[src/rtl/m2m_dma.sv]
module m2m_dma #(
  parameter int PAGE_W = 8
) (
  input  logic                 clk,
  input  logic                 rst_n,
  input  logic                 reg_we,
  input  logic [3:0]           reg_addr,
  input  logic [7:0]           reg_wdata,
  output logic [7:0]           reg_rdata,
  output logic [PAGE_W+15:0]   bus_addr,
  output logic [7:0]           bus_dout,
  input  logic [7:0]           bus_din,
  output logic                 bus_rd,
  output logic                 bus_wr,
  input  logic                 bus_ready,
  output logic                 busy,
  output logic                 tc_out
);
  localparam logic [3:0] A_REQ = 4'd9;

  typedef enum logic [3:0] {
    IDLE, RS1, RS2, RS3, RSW, RS4, WS1, WS2, WS3, WSW, WS4
  } st_t;

  st_t st, st_nx;
  logic [15:0] src_r, dst_r, cnt_r;
  logic [PAGE_W-1:0] page_r;
  logic [1:0] cmd_r, mask_r;
  logic [7:0] hold_r;
  logic req_r, tc_r;

  wire cfg_we = reg_we && st == IDLE;
  wire start  = cfg_we && reg_addr == A_REQ && reg_wdata[0] && cmd_r[1] && (&mask_r);
  wire wphase = st inside {WS1, WS2, WS3, WSW, WS4};

  assign busy     = st != IDLE;
  assign bus_rd   = st inside {RS2, RS3, RSW, RS4};
  assign bus_wr   = cmd_r[0] ? (st inside {WS3, WSW, WS4}) : (st == WS4);
  assign bus_addr = {page_r, wphase ? dst_r : src_r};
  assign bus_dout = hold_r;

  always_comb begin
    st_nx = st;
    case (st)
      IDLE:     if (start) st_nx = RS1;
      RS1:      st_nx = RS2;
      RS2:      st_nx = RS3;
      RS3, RSW: st_nx = bus_ready ? RS4 : RSW;
      RS4:      st_nx = WS1;
      WS1:      st_nx = WS2;
      WS2:      st_nx = WS3;
      WS3, WSW: st_nx = bus_ready ? WS4 : WSW;
      WS4:      st_nx = (cnt_r == 16'd0) ? IDLE : RS1;
      default:  st_nx = IDLE;
    endcase
  end

  always_ff @(posedge clk) begin
    if (!rst_n) begin
      st     <= IDLE;
      src_r  <= '0;
      dst_r  <= '0;
      cnt_r  <= '0;
      page_r <= '0;
      cmd_r  <= '0;
      mask_r <= '0;
      hold_r <= '0;
      req_r  <= 1'b0;
      tc_r   <= 1'b0;
      tc_out <= 1'b0;
    end else begin
      st     <= st_nx;
      tc_out <= 1'b0;
      if (st == RS4) hold_r <= bus_din;
      if (cfg_we) begin
        case (reg_addr)
          4'd0: src_r[7:0]  <= reg_wdata;
          4'd1: src_r[15:8] <= reg_wdata;
          4'd2: dst_r[7:0]  <= reg_wdata;
          4'd3: dst_r[15:8] <= reg_wdata;
          4'd4: cnt_r[7:0]  <= reg_wdata;
          4'd5: cnt_r[15:8] <= reg_wdata;
          4'd6: page_r      <= reg_wdata[PAGE_W-1:0];
          4'd7: cmd_r       <= reg_wdata[1:0];
          4'd8: mask_r      <= reg_wdata[1:0];
          default: ;
        endcase
      end
      if (start) begin
        req_r <= 1'b1;
        tc_r  <= 1'b0;
      end
      if (st == WS4) begin
        src_r <= src_r + 16'd1;
        dst_r <= dst_r + 16'd1;
        cnt_r <= cnt_r - 16'd1;
        if (cnt_r == 16'd0) begin
          req_r  <= 1'b0;
          tc_r   <= 1'b1;
          tc_out <= 1'b1;
        end
      end
    end
  end

  always_comb begin
    case (reg_addr)
      4'd0:    reg_rdata = src_r[7:0];
      4'd1:    reg_rdata = src_r[15:8];
      4'd2:    reg_rdata = dst_r[7:0];
      4'd3:    reg_rdata = dst_r[15:8];
      4'd4:    reg_rdata = cnt_r[7:0];
      4'd5:    reg_rdata = cnt_r[15:8];
      4'd6:    reg_rdata = 8'(page_r);
      4'd7:    reg_rdata = {6'd0, cmd_r};
      4'd8:    reg_rdata = {6'd0, mask_r};
      4'd9:    reg_rdata = {5'd0, busy, tc_r, req_r};
      default: reg_rdata = 8'd0;
    endcase
  end


  no_rd_wr_overlap_chk: assert property (@(posedge clk) disable iff (!rst_n)
    !(bus_rd && bus_wr));


  narrow_wr_chk: assert property (@(posedge clk) disable iff (!rst_n)
    (bus_wr && !cmd_r[0]) |=> !bus_wr);


  busy_rise_chk: assert property (@(posedge clk) disable iff (!rst_n)
    $rose(busy) |-> $past(reg_we && reg_addr == A_REQ && reg_wdata[0]));


  tc_idle_chk: assert property (@(posedge clk) disable iff (!rst_n)
    tc_out |-> (!busy && tc_r && !req_r));


  frozen_cfg_chk: assert property (@(posedge clk) disable iff (!rst_n)
    (busy && $past(busy)) |-> ($stable(page_r) && $stable(cmd_r) && $stable(mask_r)));


  wait_insert_chk: assert property (@(posedge clk) disable iff (!rst_n)
    ((st == RS3 || st == RSW) && !bus_ready) |=> (st == RSW));
endmodule

[config.mk]
export PLATFORM = sky130hd
export DESIGN_NAME = m2m_dma
export DESIGN_NICKNAME = d
export VERILOG_FILES = /design/src/rtl/m2m_dma.sv
export SDC_FILE = /design/constraint.sdc
export NUM_CORES = 1
export LEC_CHECK = 0
export ABC_CLOCK_PERIOD_IN_PS = 2700
export BUFFER_PORTS_ARGS = -buffer_cell sky130_fd_sc_hd__buf_2
export CAP_MARGIN = 0
export CORE_ASPECT_RATIO = 1.25
export CORE_MARGIN = 2
export CORE_UTILIZATION = 58
export DETAILED_ROUTE_END_ITERATION = 16
export HOLD_SLACK_MARGIN = 0.03
export PLACE_DENSITY = 0.89
export SYNTH_ARGS = -nofsm -noshare
export SYNTH_HDL_FRONTEND = slang
export SYNTH_SLANG_ARGS = --single-unit
[constraint.sdc]
create_clock -name clk -period 2.7 [get_ports clk]
set_clock_uncertainty 0.1 [all_clocks]
set_input_delay 0.135 -clock clk [delete_from_list [all_inputs] [get_ports clk]]
set_output_delay 0.135 -clock clk [all_outputs]
set_load 0.02 [all_outputs]
==> reports/metrics.csv <==
metric,value,unit
status,"complete, no violations",
Seq pwr share,0.489,
Area Growth Syn to Fin,14.8,%
headroom to the max-slew limit,0.420,
Post-synth top cells,"dfxtp_1 (75), nand2_1 (53), nor2_1 (47), nand3_1 (38), clkbuf_1 (34)",
Synth top area share,0.317,
max cap viols,0,
synthesized area,4740,um^2
crit-path max FO,16,
layout cells sized above 1,0.198,
ys async rst share,0,
GRT Util Overall,0.360,
cell-internal power,1.71,mW
CP Launch Type,flop,
logic gate share of total power,0.092,
Final WS setup,0.219,ns
Seq cells post-synth,75,
CTS Hold Bufs,10,
worst slew pin tran,0.859,ns
largest net degree at the start of global routing,38,
CP startpoint,st[1],
number of CTS-inserted buffers,9,
syn_area_per_cell,8.16,um^2
Final nets,659,
WS Path Type,reg -> out,
pre-CTS setup slack,0.389,ns
H-Tree Depth,3,
Core Region,7880,um^2
Static Leakage,2.18,nW
initial antenna violation count,0,
number of I/O pins,68,
Reg-to-Reg Start,st[1],
DP HPWL,11000,um
Final min period,2.48,ns
antenna-violating nets left,0,
row count,36,
ys flop type,dfxtp_1,
fin. max-slew vios,0,
Post-synth EDFFs,0,
maximum clock insertion buffer count,2,
Routed WL per cell,22.2,um
Tcrit/Tclk final,0.919,
syn_nets,608,
Initial DRT Pass Iterations,6,
Cells after Synth,581,
CP required,2.47,ns
Hold Path Class,in -> reg,
Yosys top cell by area,dfxtp_1,
clk_lat worst skew,0.36,ns
clock-pin slew on the worst setup and hold paths,0.08,ns
Final Hold Fails,0,
Peak Freq,403,MHz
WP data arrival,2.25,ns
Starting Density,0.602,
Syn. warnings,0,
drt total wl,16200,um
CTS sink count,75,
vias per std cell,7.28,
Net Sw Frac,0.266,
CP endpoint kind,primary output,
CP Cell Sequence,nand2_1 > o21ai_1 > buf_4 > mux2_2 > buf_2,
Setup TNS,0,ns
Final GP Congestion,0.964,
"count leader, synth",dfxtp_1,
number of global-route vias before repair,5146,
"Seq/Total Area, Yosys",0.317,
CTS tree,yes,
Post-CTS Resized,0,
number of remaining DRC errors,0,
"CP delay by family, top",flip-flops,
Net Switching,619,uW
total grt overflow,0,
Cell variety after synth,67,
critical path buffer and inverter count,2,
Die Wd,84.9,um
"Setup Fix Bufs, Post-CTS",0,
PnR Total Power,2.33,mW
vias,5325,
hold_sp,reg_wdata[0],
Final setup viols,0,
root buffer cell,clkbuf_8,
unrepaired setup endpoints after global routing,false,
# diodes,0,
IO Port Bufs,67,
Peak VDD IR,0.627,mV
wire length of the first global-routing pass,25600,um
Die Height,105,um
top post-synthesis cells by area,"dfxtp_1 (32%), mux2i_1 (7.0%), mux2_2 (4.7%), nand2_1 (4.2%), nand3_1 (4.0%)",
Worst path max stage delay,0.70,ns
clock power share,0.419,
detailed router's first-iteration violation count,738,
"Max stage delay cell, worst path",dfxtp_1,
PD cells,428,nW/um^2
Die ar.,8920,um^2
[through the flow]
stage / area (um^2) / util / cells / hold WS (ns)
floorplan: 4740 / - / 581 / 0.179
global placement: 5130 / 0.651 / 706 / 0.267
detailed placement: 5130 / 0.651 / 706 / 0.277
CTS: 5450 / 0.691 / 731 / 0.0356
global route: 5450 / 0.691 / 731 / 0.0624
finish: 5450 / 0.691 / 731 / 0.0500
[final timing paths]
path	cells past startpoint	slack (ns)	to
max	5	0.22	bus_addr[4]
min	3	0.05	dst_r[8]
max reg2reg	5	0.34	dst_r[10]
min reg2reg	2	0.40	bus_dout[1]
[per-layer routing]
metal | track usage | part of all wire | up-vias
li1 | - | - | 2326
met1 | 0.429 | 0.35 | 2434
met2 | 0.568 | 0.45 | 439
met3 | 0.0774 | 0.12 | 126
met4 | 0.256 | 0.078 | 0
met5 | 0 | 0 | -
[kinds of logic (layout without fill, tap and decap cells)]
group           Yosys count  after routing  share of synthesized area
compound gates          150            150                      0.231
xor+xnor                  4              4                    0.00739
fa+ha+maj                 3              3                    0.00791
buf+inv                  61            116                     0.0514
flops                    75             75                      0.317
mux                      54             54                      0.122
simple gates            234            234                      0.264
[power groups by stage]
stage               sequential (mW)  clock (mW)  combinational [mW]
finish                         1.14       0.976               0.214
global route                   1.14        1.02               0.225
CTS                            1.14       0.970               0.204
detailed placement             1.16           0               0.192
global placement               1.16           0               0.188
floorplan                      1.16           0               0.123
[cell usage in the layout (no fill, tap or decap), drive strengths merged, types with 8 or more instances in the layout]
cell	n
buf	80
dfxtp	75
nand2	53
nor2	47
nand3	38
mux2i	33
a21oi	26
mux2	20
a31oi	19
nand4	18
o211ai	14
a22oi	12
a2bb2oi	12
and3	11
inv	11
dlygate4sd3	10
nor4	10
nor3	10
clkbuf	9
and2	8
o21ai	8
[sequential cells by signal, indices dropped and copies added, names as in the netlist]
register  cells
tc_r          1
dst_r        16
bus_dout      8
page_r        8
tc_out        1
mask_r        2
req_r         1
src_r        16
cmd_r         2
cnt_r        16
st            4
[worst register-to-register path: stages, from the launching register on]
cell       delay (ns)
dfxtp_1          0.70
nand4bb_1        0.24
buf_12           0.23
or4_1            0.56
a22oi_1          0.24
o22ai_1          0.16
[cell type report]
cell class                      count  area (um^2)
Clock buffer                        9          124
Sequential cell                    75         1500
Tap cell                           95          119
Timing Repair Buffer               90          558
Clock inverter                      6         90.1
Inverter                           11         41.3
Fill cell                         609         2440
Multi-Input combinational cell    445         3010
Note: power is estimated with default switching activity, not from simulation.
